$ cat config.mk
export PLATFORM = sky130hd
export DESIGN_NAME = pwmc_top
export DESIGN_NICKNAME = d
export VERILOG_FILES = /design/src/rtl/pwmc_pkg.sv /design/src/rtl/pwmc_decode.sv /design/src/rtl/pwmc_chan_regs.sv /design/src/rtl/pwmc_global.sv /design/src/rtl/pwmc_top.sv
export SDC_FILE = /design/constraint.sdc
export NUM_CORES = 1
export LEC_CHECK = 0
export BUFFER_PORTS_ARGS = -buffer_cell sky130_fd_sc_hd__buf_2
export CELL_PAD_IN_SITES_DETAIL_PLACEMENT = 2
export CELL_PAD_IN_SITES_GLOBAL_PLACEMENT = 2
export CORE_MARGIN = 1.5
export CORE_UTILIZATION = 35
export DETAILED_ROUTE_END_ITERATION = 12
export PLACE_DENSITY = 0.72
export SYNTH_ARGS = -nofsm -noshare
export SYNTH_HDL_FRONTEND = slang
export SYNTH_HIERARCHICAL = 1
export SYNTH_SLANG_ARGS = --single-unit
$ cat constraint.sdc
create_clock -name clk -period 1.7 [get_ports clk]
set_input_delay 0.255 -clock clk [delete_from_list [all_inputs] [get_ports clk]]
set_output_delay 0.255 -clock clk [all_outputs]
set_load 0.05 [all_outputs]
$ cat src/rtl/pwmc_pkg.sv
package pwmc_pkg;
  // Global register byte offsets
  localparam int unsigned OFF_SET    = 4;
  localparam int unsigned OFF_CLR    = 8;
  localparam int unsigned OFF_RUN    = 12;
  localparam int unsigned OFF_EVT    = 28;
  // Channel windows
  localparam int unsigned WIN_BASE   = 512;
  localparam int unsigned WIN_SIZE   = 32;
  localparam int unsigned FOFF_MODE  = 0;
  localparam int unsigned FOFF_DUTY  = 4;
  localparam int unsigned FOFF_PER   = 8;
  localparam int unsigned FOFF_UPD   = 16;

  typedef enum logic [2:0] {
    SEL_NONE, SEL_SET, SEL_CLR, SEL_RUN, SEL_EVT, SEL_CHAN
  } sel_e;

  typedef enum logic [2:0] {
    FLD_NONE, FLD_MODE, FLD_DUTY, FLD_PER, FLD_UPD
  } fld_e;
endpackage

$ cat src/rtl/pwmc_decode.sv
module pwmc_decode
  import pwmc_pkg::*;
#(
  parameter int NCH    = 4,
  parameter int ADDR_W = 10,
  parameter int CH_W   = 2
) (
  input  logic [ADDR_W-1:0] addr,
  output sel_e              sel,
  output fld_e              fld,
  output logic [CH_W-1:0]   chan
);
  localparam logic [ADDR_W-1:0] A_SET  = ADDR_W'(OFF_SET);
  localparam logic [ADDR_W-1:0] A_CLR  = ADDR_W'(OFF_CLR);
  localparam logic [ADDR_W-1:0] A_RUN  = ADDR_W'(OFF_RUN);
  localparam logic [ADDR_W-1:0] A_EVT  = ADDR_W'(OFF_EVT);
  localparam logic [ADDR_W-1:0] WIN_LO = ADDR_W'(WIN_BASE);
  localparam logic [ADDR_W-1:0] WIN_HI = ADDR_W'(WIN_BASE + NCH * WIN_SIZE);

  // Windows are aligned to their size, so the channel index and field
  // offset are plain address slices.
  logic [4:0] off;

  always_comb begin
    off  = addr[4:0];
    chan = addr[5 +: CH_W];
    sel  = SEL_NONE;
    fld  = FLD_NONE;
    if (addr == A_SET)      sel = SEL_SET;
    else if (addr == A_CLR) sel = SEL_CLR;
    else if (addr == A_RUN) sel = SEL_RUN;
    else if (addr == A_EVT) sel = SEL_EVT;
    else if (addr >= WIN_LO && addr < WIN_HI) begin
      case (off)
        5'(FOFF_MODE): fld = FLD_MODE;
        5'(FOFF_DUTY): fld = FLD_DUTY;
        5'(FOFF_PER):  fld = FLD_PER;
        5'(FOFF_UPD):  fld = FLD_UPD;
        default:       fld = FLD_NONE;
      endcase
      if (fld != FLD_NONE) sel = SEL_CHAN;
    end
  end
endmodule

$ cat src/rtl/pwmc_chan_regs.sv
module pwmc_chan_regs
  import pwmc_pkg::*;
#(
  parameter int DW = 32
) (
  input  logic          clk,
  input  logic          rst_n,
  input  logic          wr_en,
  input  fld_e          fld,
  input  logic [DW-1:0] wdata,
  output logic [DW-1:0] mode,
  output logic [DW-1:0] duty,
  output logic [DW-1:0] period,
  output logic [DW-1:0] upd,
  output logic          upd_wr
);
  always_ff @(posedge clk or negedge rst_n) begin
    if (!rst_n) begin
      mode   <= '0;
      duty   <= '0;
      period <= '0;
      upd    <= '0;
      upd_wr <= 1'b0;
    end else begin
      upd_wr <= wr_en && (fld == FLD_UPD);
      if (wr_en) begin
        case (fld)
          FLD_MODE: mode   <= wdata;
          FLD_DUTY: duty   <= wdata;
          FLD_PER:  period <= wdata;
          FLD_UPD:  upd    <= wdata;
          default:  ;
        endcase
      end
    end
  end
endmodule

$ cat src/rtl/pwmc_global.sv
module pwmc_global #(
  parameter int NCH = 4
) (
  input  logic           clk,
  input  logic           rst_n,
  input  logic           set_wr,
  input  logic           clr_wr,
  input  logic [NCH-1:0] wbits,
  input  logic           evt_rd,
  input  logic [NCH-1:0] period_start,
  output logic [NCH-1:0] enable,
  output logic [NCH-1:0] start,
  output logic [NCH-1:0] evt
);
  always_ff @(posedge clk or negedge rst_n) begin
    if (!rst_n) begin
      enable <= '0;
      start  <= '0;
      evt    <= '0;
    end else begin
      start <= '0;
      if (set_wr) begin
        enable <= enable | wbits;
        start  <= wbits & ~enable;
      end else if (clr_wr) begin
        enable <= enable & ~wbits;
      end
      // Read clears the old bits; a same-cycle event survives the clear.
      evt <= (evt_rd ? '0 : evt) | period_start;
    end
  end
endmodule

$ cat src/rtl/pwmc_top.sv
module pwmc_top
  import pwmc_pkg::*;
#(
  parameter int NCH    = 4,
  parameter int DW     = 32,
  parameter int ADDR_W = 10
) (
  input  logic              clk,
  input  logic              rst_n,
  input  logic              req_valid,
  output logic              req_ready,
  input  logic              req_write,
  input  logic [ADDR_W-1:0] req_addr,
  input  logic [DW-1:0]     req_wdata,
  output logic              rsp_valid,
  output logic [DW-1:0]     rsp_rdata,
  output logic [NCH-1:0]    ch_enable,
  output logic [NCH-1:0]    ch_start,
  input  logic [NCH-1:0]    ch_running,
  input  logic [NCH-1:0]    ch_period_start,
  output logic [NCH*DW-1:0] ch_mode,
  output logic [NCH*DW-1:0] ch_duty,
  output logic [NCH*DW-1:0] ch_period,
  output logic [NCH*DW-1:0] ch_update_val,
  output logic [NCH-1:0]    ch_update_wr
);
  localparam int CH_W = (NCH > 1) ? $clog2(NCH) : 1;

  logic            acc_rd, acc_wr;
  sel_e            sel;
  fld_e            fld;
  logic [CH_W-1:0] chan;
  logic [NCH-1:0]  evt_vec;
  logic [DW-1:0]   mode_a [NCH];
  logic [DW-1:0]   duty_a [NCH];
  logic [DW-1:0]   per_a  [NCH];
  logic [DW-1:0]   upd_a  [NCH];
  logic [DW-1:0]   rd_mux;

  assign req_ready = 1'b1;
  assign acc_rd    = req_valid && !req_write;
  assign acc_wr    = req_valid &&  req_write;

  pwmc_decode #(.NCH(NCH), .ADDR_W(ADDR_W), .CH_W(CH_W)) u_dec (
    .addr (req_addr),
    .sel  (sel),
    .fld  (fld),
    .chan (chan)
  );

  for (genvar i = 0; i < NCH; i++) begin : g_ch
    pwmc_chan_regs #(.DW(DW)) u_regs (
      .clk    (clk),
      .rst_n  (rst_n),
      .wr_en  (acc_wr && (sel == SEL_CHAN) && (chan == CH_W'(i))),
      .fld    (fld),
      .wdata  (req_wdata),
      .mode   (mode_a[i]),
      .duty   (duty_a[i]),
      .period (per_a[i]),
      .upd    (upd_a[i]),
      .upd_wr (ch_update_wr[i])
    );
    assign ch_mode[i*DW +: DW]       = mode_a[i];
    assign ch_duty[i*DW +: DW]       = duty_a[i];
    assign ch_period[i*DW +: DW]     = per_a[i];
    assign ch_update_val[i*DW +: DW] = upd_a[i];
  end

  pwmc_global #(.NCH(NCH)) u_glb (
    .clk          (clk),
    .rst_n        (rst_n),
    .set_wr       (acc_wr && (sel == SEL_SET)),
    .clr_wr       (acc_wr && (sel == SEL_CLR)),
    .wbits        (req_wdata[NCH-1:0]),
    .evt_rd       (acc_rd && (sel == SEL_EVT)),
    .period_start (ch_period_start),
    .enable       (ch_enable),
    .start        (ch_start),
    .evt          (evt_vec)
  );

  always_comb begin
    rd_mux = '0;
    case (sel)
      SEL_RUN: rd_mux = {{(DW-NCH){1'b0}}, ch_running};
      SEL_EVT: rd_mux = {{(DW-NCH){1'b0}}, evt_vec};
      SEL_CHAN: begin
        case (fld)
          FLD_MODE: rd_mux = mode_a[chan];
          FLD_DUTY: rd_mux = duty_a[chan];
          FLD_PER:  rd_mux = per_a[chan];
          FLD_UPD:  rd_mux = upd_a[chan];
          default:  rd_mux = '0;
        endcase
      end
      default: rd_mux = '0;
    endcase
  end

  always_ff @(posedge clk or negedge rst_n) begin
    if (!rst_n) begin
      rsp_valid <= 1'b0;
      rsp_rdata <= '0;
    end else begin
      rsp_valid <= acc_rd;
      rsp_rdata <= acc_rd ? rd_mux : '0;
    end
  end
endmodule

Yosys cells after proc, flatten, opt, wreduce, memory -nomap -nowiden
Index checks and enable logic that the tools add are counted.
{ "totals": {"output_inout_bits": 558, "reg_bits": 561, "wordCells": 126, "in_bits": 54} }
{ "op_classes": {"n_lt_le_gt_ge": 3, "bitwise_logic": 7, "reduce_logical": 36, "eq_ne": 19, "muxes": 36} }
{ "op_table": {"columns": ["op", "count"], "rows": [
  ["32-bit 2-to-1 mux", 9],
  ["32-bit binary-select mux with 2-bit select", 4],
  ["32-bit one-hot mux with 4 select lines", 1],
  ["32-bit one-hot mux with 3 select lines", 1],
  ["3-bit 2-to-1 mux", 16],
  ["2-bit AND reduction", 16],
  ["10-bit by 4-bit equality test with 1-bit output, second input constant", 2],
  ["4-bit 2-to-1 mux", 4],
  ["1-bit logical AND", 15],
  ["3-bit by 2-bit equality test with 1-bit output, second input constant", 4],
  ["3-bit one-hot mux with 4 select lines", 1],
  ["10-bit by 3-bit equality test with 1-bit output, second input constant", 1],
  ["10-bit by 5-bit equality test with 1-bit output, second input constant", 1],
  ["10-bit greater-or-equal comparator, second input constant", 1],
  ["10-bit < comparator, second input constant", 1],
  ["3-bit equality test, second input constant", 3],
  ["4-bit bitwise AND", 2],
  ["4-bit inverter", 2],
  ["4-bit OR", 2],
  ["3-bit by 1-bit equality test with 1-bit output, second input constant", 2],
  ["5-bit by 3-bit equality test with 1-bit output, second input constant", 1],
  ["5-bit by 4-bit equality test with 1-bit output, second input constant", 1],
  ["5-bit equality test, second input constant", 1],
  ["5-bit logical NOT", 1],
  ["other kinds (8)", 9]
]} }

Depth between registers and ports, before layout
{ "logic_depth": {"depth_word": 18, "depth_mapped": 12, "mapped_depth_nobuf": 9} }

Modules after synthesis
The synthesis kept the hierarchy.
{ "by_module_without_submodules": {"columns": ["module", "area_each_um2", "cells_per_inst", "seq_area_each_um2", "instances"], "rows": [
  ["pwmc_chan_regs", 5016.1, 276, 3228.1, 4],
  ["pwmc_top", 4988.5, 380, 825.8, 1],
  ["pwmc_global", 425.4, 34, 300.3, 1],
  ["pwmc_decode", 137.6, 20, 0.0, 1]
]} }

Worst setup path after synthesis
OpenSTA, ideal clock, no wires.
{ "synth_path": {"path_kind": "input-to-reg", "from": "input req_addr[7]", "to": "register g_ch[2].u_regs.mode[12]", "n_path_buf": 3, "stages": 11, "setup_ns": 0.125, "required_time_ns": 1.575, "t_arrival_ns": 2.854, "setup_slack_ns": -1.279, "cell_sequence": "or4_4 > nor2_4 > a41o_1 > clkbuf_1 > nand3_1 > or2_2 > nor3b_1 > and4bb_1 > buf_6 > buf_6 > mux2_2"} }
{ "synth_between": {"elab_chain_len": 11, "elab_cells_between_ends": 22, "cone_classes": "order compare (2); eq/ne (6); mux (10); reduce/logical (4)"} }
{ "synth_lines": {"columns": ["element", "line_no", "source"], "rows": [
  ["start, declared", "pwmc_top.sv:13", "input logic [ADDR_W-1:0] req_addr,"],
  ["10-bit greater-or-equal comparator / 10-bit < comparator (equally long branches)", "pwmc_decode.sv:33", "else if (addr >= WIN_LO && addr < WIN_HI) begin"],
  ["1-bit logical AND", "pwmc_decode.sv:33", null],
  ["3-bit 2-to-1 mux", "pwmc_decode.sv:33", null],
  ["3-bit 2-to-1 mux", "pwmc_decode.sv:32", "else if (addr == A_EVT) sel = SEL_EVT;"],
  ["3-bit 2-to-1 mux", "pwmc_decode.sv:31", "else if (addr == A_RUN) sel = SEL_RUN;"],
  ["3-bit 2-to-1 mux", "pwmc_decode.sv:30", "else if (addr == A_CLR) sel = SEL_CLR;"],
  ["3-bit 2-to-1 mux *", "pwmc_decode.sv:29", "if (addr == A_SET) sel = SEL_SET;"],
  ["via sel[0]", "pwmc_top.sv:30", "sel_e sel;"],
  ["3-bit equality test *", "pwmc_top.sv:55", ".wr_en (acc_wr && (sel == SEL_CHAN) && (chan == CH_W'(i))),"],
  ["1-bit logical AND * (2 in a row)", "pwmc_top.sv:55", null],
  ["2-bit AND reduction (no source line) *", null, null],
  ["end signal, assigned", "pwmc_chan_regs.sv:28", "FLD_MODE: mode <= wdata;"],
  ["end, declared", "pwmc_chan_regs.sv:11", "output logic [DW-1:0] mode,"]
]} }
Mark *: on every way through the listed nets, which the timed path passes. The rest lies on a longest branch.
A chain may end at the register's enable or synchronous reset.

Worst setup path in the final report
{ "layout_path": {"from": "input req_addr[7]", "to": "register g_ch[2].u_regs.duty[5]"} }
{ "layout_between": {"elab_chain_len": 11, "elab_cells_between_ends": 22, "cone_classes": "order compare (2); eq/ne (6); mux (10); reduce/logical (4)"} }
{ "layout_lines": {"columns": ["element", "line_no", "source"], "rows": [
  ["10-bit greater-or-equal comparator / 10-bit < comparator (equally long branches)", "pwmc_decode.sv:33", null],
  ["1-bit logical AND", "pwmc_decode.sv:33", null],
  ["3-bit 2-to-1 mux", "pwmc_decode.sv:33", null],
  ["3-bit 2-to-1 mux", "pwmc_decode.sv:32", null],
  ["3-bit 2-to-1 mux", "pwmc_decode.sv:31", null],
  ["3-bit 2-to-1 mux", "pwmc_decode.sv:30", null],
  ["3-bit 2-to-1 mux *", "pwmc_decode.sv:29", null],
  ["via sel[2]", "pwmc_top.sv:30", null],
  ["3-bit equality test *", "pwmc_top.sv:55", null],
  ["1-bit logical AND * (2 in a row)", "pwmc_top.sv:55", null],
  ["2-bit AND reduction (no source line) *", null, null],
  ["end signal, assigned", "pwmc_chan_regs.sv:29", "FLD_DUTY: duty <= wdata;"],
  ["end, declared", "pwmc_chan_regs.sv:12", "output logic [DW-1:0] duty,"]
]} }
Marked as above.

==> run metrics <==
status finished with violations; failing checks setup timing; largest fanout on the critical path 18; largest family of logic cells by synthesized area multiplexers; synth top area cells dfrtp_1 (55%), mux2_2 (16%), mux4_2 (10%); DRC viols 0; post-synthesis instance area 25600 µm²; worst skew pair latency 0.60 ns; Placed Area 31200 µm²; Max Cap Viol 0; post-synthesis compound-gate area fraction 3.28%; Peak Freq approximately 0.42 GHz; Crit Path Category in2reg; sequential fraction of the synthesis area between 50% and 60%; Synth Register Bits 561; XOR/XNOR Fraction of Synth Area less than 1%; post-synthesis cell type count 52; total CTS buffers 67; fraction of layout cells with a size suffix above 1 67.2%; Worst VDD drop 0.000760 V; Critical Path Source Type input pin; routed vias/inst approximately 5.5; Critical Path RT about 2.2 ns; worst setup margin -0.673 ns; max_slew headroom between 50 and 60%; total number of vias 18141; gpl congestion around 0.85; post-synthesis adder-cell area fraction 0%; DIE HEIGHT 274 µm; Die X 274 µm; WL/cell about 34 µm; num rows 99; Tmin final 2.37 ns; area leader, netlist dfrtp_1; DR pass1 iterations 5; vias in the first global route 20035; Worst Tran Pin Value around 0.7 ns; GRT Total Usage 28.5%; number of flops mapped to enable cells by yosys 0; PortBufs 610; Most used DFF post-synth dfrtp_1; largest net degree at the start of global routing 84; core footprint slightly above 70000 µm²; Post-Synth Simple-Gate Area between 2 and 2.5%; Worst-path clk slew 0.06 ns; ANT nets after route 0; worst-path cell chain buf_6 > or4_4 > nor2_4 > a41o_1 > nand2b_4 > or2_4 > nor3b_4 > and4bb_4 > buf_12 > mux2_2; most frequent cells in the layout buf_2 (606), dfrtp_1 (561), mux2_4 (366); H-tree depth 3; DR iter-0 viols 1332; Critical-path top delay cell or4_4; Layout Nets 2323; Slew Limit Fails 0; Async SR Flop Fraction 100%; FILL cells approximately 7000; first-pass GRT wire length 153 mm; final WL 110 mm; Root Buffer clkbuf_16; Util after Layout 47.5%; RSZ-0062 raised after global routing true; Leakage Power 17.8 nW; Pwr Density approximately 840 nW/µm²; most common cell after layout, fill and taps aside buf_2; post-synthesis net count ~1600; CTS tree built; Hold Vio Cnt, Final 0; area share of the largest cell type after synthesis between 50 and 60%; design area 34500 µm²; crit-path max cell delay 0.57 ns; worst hold path type in2reg; pre-CTS WS -1.33 ns; Setup violations, final 557; Post-Route Skew 0.0186 ns; Power Total 0.0291 W; CTS Buffer Depth 3; mux contribution to synthesized area 35.8%; Tcrit/Tclk final 140%; TritonCTS Sinks 561; initial antenna violation count 1; critical path endpoint category register; I/O Pins 612; die area ~75000 µm²; synth warn 6; hpwl dp 73.8 mm; Initial Utilization 35.2%; Post-Synthesis Cells roughly 1500; area grow syn2layout 34.7%; arrival time at the worst endpoint about 2.9 ns; global route overflow 0; syn_area_per_cell 16.7 µm²
worst max-delay path, delay by kind of cell:
family | cells | cell delay (ns)
compound gates | 1 | 0.25
buf+inv | 2 | 0.31
mux | 1 | 0.35
simple gates | 6 | 1.67
synthesized netlist by cell type (2+ instances only):
cell / number
a21oi_1: 29
a41o_1: 2
nand4b_1: 6
and4bb_1: 12
nor3_1: 3
buf_8: 12
mux2_4: 148
a22o_1: 4
nand2_1: 14
mux2_2: 356
a21o_1: 4
nor2b_1: 2
buf_4: 5
nor2_1: 23
clkbuf_1: 15
a31oi_1: 4
and3_1: 6
a2111oi_0: 4
dfrtp_1: 561
nor3b_1: 2
o22ai_1: 4
buf_6: 45
nor3b_4: 2
buf_2: 33
o32ai_1: 4
mux2_1: 8
mux4_2: 116
mux2i_1: 24
and2_1: 2
o21ai_0: 11
a22oi_1: 56
state kept, by name (all words and copies together) (netlist names), named ones only:
signal and flops:
g_ch.u_regs/duty 128, g_ch.u_regs/mode 128, g_ch.u_regs/period 128, g_ch.u_regs/upd 128, rsp_rdata 32, g_ch.u_regs/upd_wr 4
u_glb/evt 4, u_glb/start 4, rsp_valid 1
kinds of logic after synthesis:
group,count (synthesis)
other,1
AO/OA/AOI/OAI,124
XOR/XNOR,1
buffers and inverters,114
multiplexers,652
AND/OR/NAND/NOR,85
flip-flops,561
path summary, 6_finish.rpt:
path                                              end                startpoint  depth (start not counted)  slack [ns]
setup / recovery               g_ch[2].u_regs/duty[5]               req_addr[7]                         10       -0.67
hold / removal                              rsp_valid                 req_write                          3        0.06
setup reg to reg                         rsp_rdata[6]  g_ch[3].u_regs/period[6]                          3        0.18
hold reg to reg                        u_glb/start[2]                  register                          1        0.48
max in group asynchronous      g_ch[3].u_regs/duty[7]                     rst_n                          4        0.76
min in group asynchronous  asynchronous set/reset pin                     rst_n                          2        0.08
final cells by class:
class	instances	area (µm²)	area share [%]
repair buffers	774	5360	15.5
inverters	2	7.51	0.0217
diodes	1	2.50	0.00725
flip-flops and latches	561	14000	40.7
clock buffers	107	2100	6.09
well taps	959	1200	3.48
clock inverters	13	134	0.388
multi-input cells	863	11700	33.8
through the flow:
stage          TNS [ns]  hold WS [ns]  std cells
3_5_place_dp    -644.33         0.103       3121
2_1_floorplan   -428.50       -0.0406       1538
4_1_cts         -263.95        0.0266       3262
5_1_grt         -302.89        0.0526       3280
3_3_place_gp    -611.16         0.102       3121
6_report        -282.29        0.0623       3280
per-layer routing:
layer	part of all wire, %	up-vias	global-route usage (%)
met3	5.6	196	4.83
met4	3.8	0	11.5
met2	50	721	47.6
met5	0	-	0
met1	41	9963	37.0
li1	-	7261	-
where the power goes:
| part | total [W] | internal, W | switching [W] | leakage [nW] |
|---|---|---|---|---|
| Combinational | 0.00119 | 0.000332 | 0.000860 | 8.89 |
| Sequential | 0.0134 | 0.0134 | 0.0000111 | 7.82 |
| Clock | 0.0146 | 0.00865 | 0.00592 | 1.10 |
what timing repair did:
action,4_1_cts,5_1_grt
endpoints found under the hold margin,338,0
setup endpoints to repair,559,560
gates cloned,6,8
resized for setup,47,79
pin swaps,5,6
hold buffers,5,0
setup buffers,10,11
Power figures use the tool's default switching activity.
